==> config.mk <==
export PLATFORM = sky130hd
export DESIGN_NAME = fwd_mask_engine
export DESIGN_NICKNAME = d
export VERILOG_FILES = /design/src/rtl/fwd_mask_pkg.sv /design/src/rtl/fwd_slot_ctrl.sv /design/src/rtl/fwd_classify.sv /design/src/rtl/fwd_finish.sv /design/src/rtl/fwd_mask_engine.sv
export SDC_FILE = /design/constraint.sdc
export NUM_CORES = 1
export LEC_CHECK = 0
export BUFFER_PORTS_ARGS = -buffer_cell sky130_fd_sc_hd__buf_2
export CAP_MARGIN = 0
export CORE_AREA = 10 10 279 281
export DETAILED_ROUTE_END_ITERATION = 12
export DIE_AREA = 0 0 289 291
export HOLD_SLACK_MARGIN = 0.08
export PLACE_DENSITY_LB_ADDON = 0.15
export SYNTH_ARGS = -nofsm -noshare
export SYNTH_HDL_FRONTEND = slang
export SYNTH_SLANG_ARGS = --single-unit
==> constraint.sdc <==
create_clock -name clk -period 5.3 [get_ports clk]
set_input_delay 1.06 -clock clk [delete_from_list [all_inputs] [get_ports clk]]
set_output_delay 1.06 -clock clk [all_outputs]
set_load 0.05 [all_outputs]
==> src/rtl/fwd_mask_pkg.sv <==
package fwd_mask_pkg;

    typedef enum logic {
        SLOT_EMPTY = 1'b0,
        SLOT_FULL  = 1'b1
    } slot_state_e;

endpackage

==> src/rtl/fwd_slot_ctrl.sv <==
module fwd_slot_ctrl
    import fwd_mask_pkg::*;
(
    input  logic clk,
    input  logic rst_n,
    input  logic up_valid,
    input  logic down_ready,
    output logic up_ready,
    output logic load,
    output logic full
);

    slot_state_e st_q, st_d;

    always_ff @(posedge clk) begin
        if (!rst_n) st_q <= SLOT_EMPTY;
        else        st_q <= st_d;
    end

    // fill / drain / refill / hold
    always_comb begin
        st_d = st_q;
        unique case (st_q)
            SLOT_EMPTY: if (up_valid)                 st_d = SLOT_FULL;
            SLOT_FULL:  if (down_ready && !up_valid)  st_d = SLOT_EMPTY;
            default:                                  st_d = SLOT_EMPTY;
        endcase
    end

    always_comb begin
        up_ready = (st_q == SLOT_EMPTY) || down_ready;
        load     = up_valid && up_ready;
        full     = (st_q == SLOT_FULL);
    end

    // a stalled entry stays in the slot
    a_r3_slot_hold: assert property (@(posedge clk) disable iff (!rst_n)
        full && !down_ready |=> full);

    // a loaded entry occupies the slot at the next cycle
    a_r2_load_fills: assert property (@(posedge clk) disable iff (!rst_n)
        load |=> full);

endmodule

==> src/rtl/fwd_classify.sv <==
module fwd_classify #(
    parameter int PORTS = 9,
    parameter int VLANS = 64,
    parameter int PW    = 4,
    parameter int VW    = 6
) (
    input  logic [PW-1:0]          src,
    input  logic [VW-1:0]          vlan,
    input  logic                   dst_found,
    input  logic [PORTS-1:0]       dst_mask,
    input  logic                   dst_locked,
    input  logic                   mcast,
    input  logic                   src_found,
    input  logic                   src_moved,
    input  logic [VLANS*PORTS-1:0] vlan_members,
    input  logic [VLANS-1:0]       vlan_valid,
    input  logic [PORTS-1:0]       unk_uc_mask,
    input  logic [PORTS-1:0]       unk_mc_mask,
    input  logic [PORTS-1:0]       unk_src_mask,
    output logic [PORTS-1:0]       mask,
    output logic                   kill,
    output logic                   locked,
    output logic                   unk_uc,
    output logic                   unk_mc,
    output logic                   unk_src,
    output logic                   unk_vlan
);

    logic [PORTS-1:0] member;
    logic [PORTS-1:0] src_bit;
    logic [PORTS-1:0] cand;
    logic             known;

    always_comb begin
        for (int i = 0; i < PORTS; i++) src_bit[i] = (src == PW'(i));
    end

    always_comb begin
        member = vlan_members[int'(vlan)*PORTS +: PORTS];
        known  = vlan_valid[vlan];
    end

    always_comb begin
        mask     = '0;
        kill     = 1'b0;
        locked   = dst_found && dst_locked;
        unk_uc   = 1'b0;
        unk_mc   = 1'b0;
        unk_src  = 1'b0;
        unk_vlan = 1'b0;
        cand     = '0;
        if (locked) begin
            mask = dst_mask;
        end else if (!known) begin
            kill     = 1'b1;
            unk_vlan = 1'b1;
        end else if ((member & src_bit) == '0) begin
            kill = 1'b1;
        end else begin
            if (dst_found)  cand = dst_mask;
            else if (mcast) cand = unk_mc_mask;
            else            cand = unk_uc_mask;
            unk_uc = !dst_found && !mcast;
            unk_mc = !dst_found && mcast;
            if (!src_found || src_moved) cand = cand & unk_src_mask;
            unk_src = !src_found;
            mask = cand & member;
        end
    end

endmodule

==> src/rtl/fwd_finish.sv <==
module fwd_finish #(
    parameter int PORTS = 9,
    parameter int PW    = 4
) (
    input  logic [PORTS-1:0] in_mask,
    input  logic             kill,
    input  logic             locked,
    input  logic [PW-1:0]    src,
    input  logic [PORTS-1:0] disabled,
    input  logic [PORTS-1:0] tx_block,
    input  logic [PW-1:0]    mirror_port,
    input  logic [PW-1:0]    uplink_port,
    input  logic             mirror_en,
    output logic [PORTS-1:0] out_mask
);

    logic [PORTS-1:0] src_bit, mir_bit, up_bit, pruned;
    logic             mirror_hit;

    always_comb begin
        for (int i = 0; i < PORTS; i++) begin
            src_bit[i] = (src == PW'(i));
            mir_bit[i] = (mirror_port == PW'(i));
            up_bit[i]  = (uplink_port == PW'(i));
        end
    end

    always_comb begin
        pruned     = in_mask & ~disabled & ~tx_block;
        mirror_hit = mirror_en && (src != uplink_port) &&
                     ((src == mirror_port) || ((pruned & mir_bit) != '0));
        if (kill)        out_mask = '0;
        else if (locked) out_mask = in_mask;
        else             out_mask = (pruned | (mirror_hit ? up_bit : '0)) & ~src_bit;
    end

endmodule

==> src/rtl/fwd_mask_engine.sv <==
module fwd_mask_engine #(
    parameter  int PORTS = 9,
    parameter  int VLANS = 64,
    localparam int PW    = $clog2(PORTS),
    localparam int VW    = $clog2(VLANS)
) (
    input  logic                   clk,
    input  logic                   rst_n,
    input  logic                   req_valid,
    output logic                   req_ready,
    input  logic [PW-1:0]          req_src,
    input  logic [VW-1:0]          req_vlan,
    input  logic                   req_dst_found,
    input  logic [PORTS-1:0]       req_dst_mask,
    input  logic                   req_dst_locked,
    input  logic                   req_mcast,
    input  logic                   req_src_found,
    input  logic                   req_src_moved,
    input  logic [VLANS*PORTS-1:0] cfg_vlan_members,
    input  logic [VLANS-1:0]       cfg_vlan_valid,
    input  logic [PORTS-1:0]       cfg_unk_uc_mask,
    input  logic [PORTS-1:0]       cfg_unk_mc_mask,
    input  logic [PORTS-1:0]       cfg_unk_src_mask,
    input  logic [PORTS-1:0]       cfg_disabled,
    input  logic [PORTS-1:0]       cfg_tx_block,
    input  logic [PW-1:0]          cfg_mirror_port,
    input  logic [PW-1:0]          cfg_uplink_port,
    input  logic                   cfg_mirror_en,
    output logic                   res_valid,
    input  logic                   res_ready,
    output logic [PORTS-1:0]       res_mask,
    output logic                   res_discard,
    output logic                   ev_unk_uc,
    output logic                   ev_unk_mc,
    output logic                   ev_unk_src,
    output logic                   ev_unk_vlan
);

    // first slot: classification
    logic             a_load, a_full, b_up_ready;
    logic [PORTS-1:0] c_mask;
    logic             c_kill, c_locked, c_uc, c_mc, c_us, c_uv;
    logic [PORTS-1:0] a_mask;
    logic             a_kill, a_locked, a_uc, a_mc, a_us, a_uv;
    logic [PW-1:0]    a_src;

    // second slot: pruning and mirroring
    logic             b_load, b_full;
    logic [PORTS-1:0] f_mask;
    logic [PORTS-1:0] b_mask;
    logic             b_discard, b_locked, b_uc, b_mc, b_us, b_uv;
    logic [PW-1:0]    b_src;
    logic [PORTS-1:0] b_src_bit;

    fwd_slot_ctrl u_slot_a (
        .clk        (clk),
        .rst_n      (rst_n),
        .up_valid   (req_valid),
        .down_ready (b_up_ready),
        .up_ready   (req_ready),
        .load       (a_load),
        .full       (a_full)
    );

    fwd_slot_ctrl u_slot_b (
        .clk        (clk),
        .rst_n      (rst_n),
        .up_valid   (a_full),
        .down_ready (res_ready),
        .up_ready   (b_up_ready),
        .load       (b_load),
        .full       (b_full)
    );

    fwd_classify #(.PORTS(PORTS), .VLANS(VLANS), .PW(PW), .VW(VW)) u_classify (
        .src          (req_src),
        .vlan         (req_vlan),
        .dst_found    (req_dst_found),
        .dst_mask     (req_dst_mask),
        .dst_locked   (req_dst_locked),
        .mcast        (req_mcast),
        .src_found    (req_src_found),
        .src_moved    (req_src_moved),
        .vlan_members (cfg_vlan_members),
        .vlan_valid   (cfg_vlan_valid),
        .unk_uc_mask  (cfg_unk_uc_mask),
        .unk_mc_mask  (cfg_unk_mc_mask),
        .unk_src_mask (cfg_unk_src_mask),
        .mask         (c_mask),
        .kill         (c_kill),
        .locked       (c_locked),
        .unk_uc       (c_uc),
        .unk_mc       (c_mc),
        .unk_src      (c_us),
        .unk_vlan     (c_uv)
    );

    always_ff @(posedge clk) begin
        if (!rst_n) begin
            a_mask   <= '0;
            a_kill   <= 1'b0;
            a_locked <= 1'b0;
            a_uc     <= 1'b0;
            a_mc     <= 1'b0;
            a_us     <= 1'b0;
            a_uv     <= 1'b0;
            a_src    <= '0;
        end else if (a_load) begin
            a_mask   <= c_mask;
            a_kill   <= c_kill;
            a_locked <= c_locked;
            a_uc     <= c_uc;
            a_mc     <= c_mc;
            a_us     <= c_us;
            a_uv     <= c_uv;
            a_src    <= req_src;
        end
    end

    fwd_finish #(.PORTS(PORTS), .PW(PW)) u_finish (
        .in_mask     (a_mask),
        .kill        (a_kill),
        .locked      (a_locked),
        .src         (a_src),
        .disabled    (cfg_disabled),
        .tx_block    (cfg_tx_block),
        .mirror_port (cfg_mirror_port),
        .uplink_port (cfg_uplink_port),
        .mirror_en   (cfg_mirror_en),
        .out_mask    (f_mask)
    );

    always_ff @(posedge clk) begin
        if (!rst_n) begin
            b_mask    <= '0;
            b_discard <= 1'b0;
            b_locked  <= 1'b0;
            b_uc      <= 1'b0;
            b_mc      <= 1'b0;
            b_us      <= 1'b0;
            b_uv      <= 1'b0;
            b_src     <= '0;
        end else if (b_load) begin
            b_mask    <= f_mask;
            b_discard <= (f_mask == '0);
            b_locked  <= a_locked;
            b_uc      <= a_uc;
            b_mc      <= a_mc;
            b_us      <= a_us;
            b_uv      <= a_uv;
            b_src     <= a_src;
        end
    end

    always_comb begin
        for (int i = 0; i < PORTS; i++) b_src_bit[i] = (b_src == PW'(i));
    end

    logic fire;
    always_comb begin
        fire        = b_full && res_ready;
        res_valid   = b_full;
        res_mask    = b_mask;
        res_discard = b_discard;
        ev_unk_uc   = fire && b_uc;
        ev_unk_mc   = fire && b_mc;
        ev_unk_src  = fire && b_us;
        ev_unk_vlan = fire && b_uv;
    end

    // result outputs hold while stalled
    a_r3_stall_stable: assert property (@(posedge clk) disable iff (!rst_n)
        res_valid && !res_ready |=> res_valid && $stable(res_mask) && $stable(res_discard));

    // discard flag agrees with the presented mask
    a_r12_discard_zero: assert property (@(posedge clk) disable iff (!rst_n)
        res_valid |-> (res_discard == (res_mask == '0)));

    // no echo to the arrival port for non-locked frames
    a_r11_no_echo: assert property (@(posedge clk) disable iff (!rst_n)
        res_valid && !b_locked |-> ((res_mask & b_src_bit) == '0));

    // unicast and multicast flood events are exclusive
    a_r7_flood_excl: assert property (@(posedge clk) disable iff (!rst_n)
        $onehot0({ev_unk_uc, ev_unk_mc}));

    // an unconfigured VLAN always ends in discard
    a_r5_vlan_drop: assert property (@(posedge clk) disable iff (!rst_n)
        ev_unk_vlan |-> res_discard);

    // events only at a handoff
    a_r13_event_fire: assert property (@(posedge clk) disable iff (!rst_n)
        (ev_unk_uc || ev_unk_mc || ev_unk_src || ev_unk_vlan) |-> res_valid && res_ready);

endmodule

==> flow_summary.toml <==
[synthesis]
synth-edff-count = 0
synth_area_leaders = "mux4_2 46%, dfxtp_1 9.1%, mux2i_1 4.6%"
async_flop_share_pct = 0
avgSynthCellArea_sq_um = 10.58
synthCells = 725
synthesis.area_sq_um = 7670
synth_fp_nets = 1447
synthDistinctLibCells = 66
synthDominantCellAreaShare_pct = 46.39
synth_top_area_cell = "mux4_2"
synth.yosys.seq_area_share_pct = 9.135
ys.flop_type = "dfxtp_1"
yosys_warnings = 0
ys_ff_latch = 35

[route]
vias_per_cell = 4.198
vias = 10067
dr.pass1.iters = 7
drt_iter0_markers = 533
post_drt_wl_per_cell_um = 28.52
ant_nets = 0
routed_wl_um = 68400
drc = 0

[power_and_ir_drop]
peakVddDrop_mv = 0.1163
power_density_nw_per_um2 = 123.8
power.leakage_nw = 5.526

[place]
port-buffer-count = 737
gp_congestion = 0.8701
place_area_sq_um = 12490
dp_hpwl_um = 61630

[die]
rows = 99
chipWidth_um = 289
die_h_um = 291
die_area_sq_um = 84100
num_io_pins = 738
start_util_pct = 10.60
fp.coreArea_sq_um = 72340

[sta]
skew_ns = 0.004493
finalSetupTns_ns = 0
finalHoldViolCount = 0
rsz0062_at_grt = "false"
slew_headroom_pct = 27.22
fmax_ghz = 0.2244
tightest_slew_ns = 1.089
period_share_pct = 84.08
finalMaxSlewViolations = 0
min_period_ns = 4.456
setup-violations-final = 0

[global_routing]
gr-max-usage-layer = "met2"
track_usage_pct = 15.40
grtUsageMet1_pct = 17.51
grt_pass1_vias = 11441
overflow = 0
grt_use_met3_pct = 3.795
grt_max_degree = 67
grt.met2_usage_pct = 28.81
grt_pass1_wl_um = 92460
antenna_found_initial = 41

[worst_setup_path]
crit_slowest_cell = "mux4_2"
required_ns = 5.48
worst_setup_path_end_kind = "flop"
setup.worst_path.class = "input pin to flop"
startpoint_type = "input pin"
arrival_ns = 4.63
reg2reg_slack_ns = 2.29
crit_chain = "buf_8 > buf_4 > mux4_2 > mux2i_1 > a22oi_1 > nand4_1 > a2111oi_0 > o21bai_1 > o41a_1 > a32o_1"
crit_path_max_fanout = 66
cp_slowest_stage_delay_ns = 0.55

[cells_and_area]
regArea_sq_um = 700.7
multi_input_area_sq_um = 6516
layout-drive-gt1-share_pct = 67.48
syn2layout_area_growth_pct = 65.12
layout_common_cells = "734 x buf_2, 158 x mux4_2, 72 x nand2_1"
final_area_sq_um = 12660
nets = 2148
nFillCells = 8293
layout_commonest_cell = "buf_2"

[clock_tree]
insertion_delay_ns = 0.29
cts_sinks = 35
cts_resized = 0
cts_buffers = 5
cts_hold_buf = 0
cts_setup_buffers = 0
h-tree-depth = 2
clk_path_buf_depth = 2
cts-root-buf = "clkbuf_16"
cts_tree = "yes"
clkTransAtPathRegs_ns = 0.06

[job]
maxCapViolations = 0

[hold_path]
hold_class = "flop to flop"

[run_status]
status = "complete, no violations"
## final cells by class
cell class,instances,area share (%)
Multi-Input combinational cell,601,51.45
Timing Repair Buffer,775,31.95
Tap cell,959,9.474
Sequential cell,35,5.533
Clock buffer,6,1.018
Inverter,8,0.2371
Antenna cell,12,0.2371
Clock inverter,2,0.09880
## through the flow
step                utilization, %  setup slack, ns  hold slack [ns]  total power, mW  cells
floorplan                        -            1.460           0.4390           0.7769    725
global placement             17.27           0.5254           0.4645            1.292   2378
detailed placement           17.27           0.4245           0.4666            1.296   2378
CTS                          17.47           0.7392           0.4746            1.605   2386
global route                 17.50           0.4881           0.5017            1.676   2396
finish                       17.51           0.8439           0.4754            1.568   2398
## critical path, delay by kind of cell
family,cells,cell delay [ns]
AOI/OAI and AO/OA,5,1.33
muxes,2,1.02
buffers and inverters,2,0.96
and+or+nand+nor,1,0.18
## cell usage after synthesis, types with 4 or more instances
cell,instances
mux4_2,158
nor2b_1,24
nor4_1,6
a22oi_1,20
nand2b_1,10
nor4b_1,10
buf_2,24
and3_1,7
o21ai_0,19
xor2_1,4
a21boi_0,11
nor3_1,9
mux2i_1,35
a31oi_1,4
a32o_1,9
o221ai_1,5
mux2_2,15
nand2_1,72
inv_1,8
xnor2_1,4
o211ai_1,5
nor3b_1,7
clkbuf_1,36
o22ai_1,22
buf_4,9
nor2_1,29
buf_6,7
dfxtp_1,35
buf_1,4
a211oi_1,19
nand4_1,6
o211a_1,4
a21oi_1,17
nand3_1,13
## routing by layer
layer	share of wire, %	up-vias
met5	0.21	-
met4	1.3	22
met3	7.4	72
met2	53	547
met1	39	4946
li1	-	4480
## final timing paths
kind / startpoint / end / cells after the start
worst max-delay path: req_vlan[0] / a_mask[8] / 10
worst min-delay path: res_mask[7] / res_mask[7] / 2
worst min register to register: res_mask[7] / res_mask[7] / 2
worst max register to register: a_mask[4] / res_discard / 8
## cells by family after synthesis
family	count (synthesis)	synth area share, %
xor+xnor	8	0.9134
flops	35	9.135
buf+inv	89	6.020
mux	208	53.16
simple gates	212	14.45
compound gates	173	16.31
## report_power, final
| group | total [mW] | internal [mW] | switching, mW | leakage [nW] |
|---|---|---|---|---|
| clock network | 0.302 | 0.174 | 0.128 | 0.0669 |
| registers | 0.290 | 0.275 | 0.0145 | 0.286 |
| logic | 0.976 | 0.507 | 0.470 | 5.17 |
No activity file was read; power rests on OpenSTA's default activity.
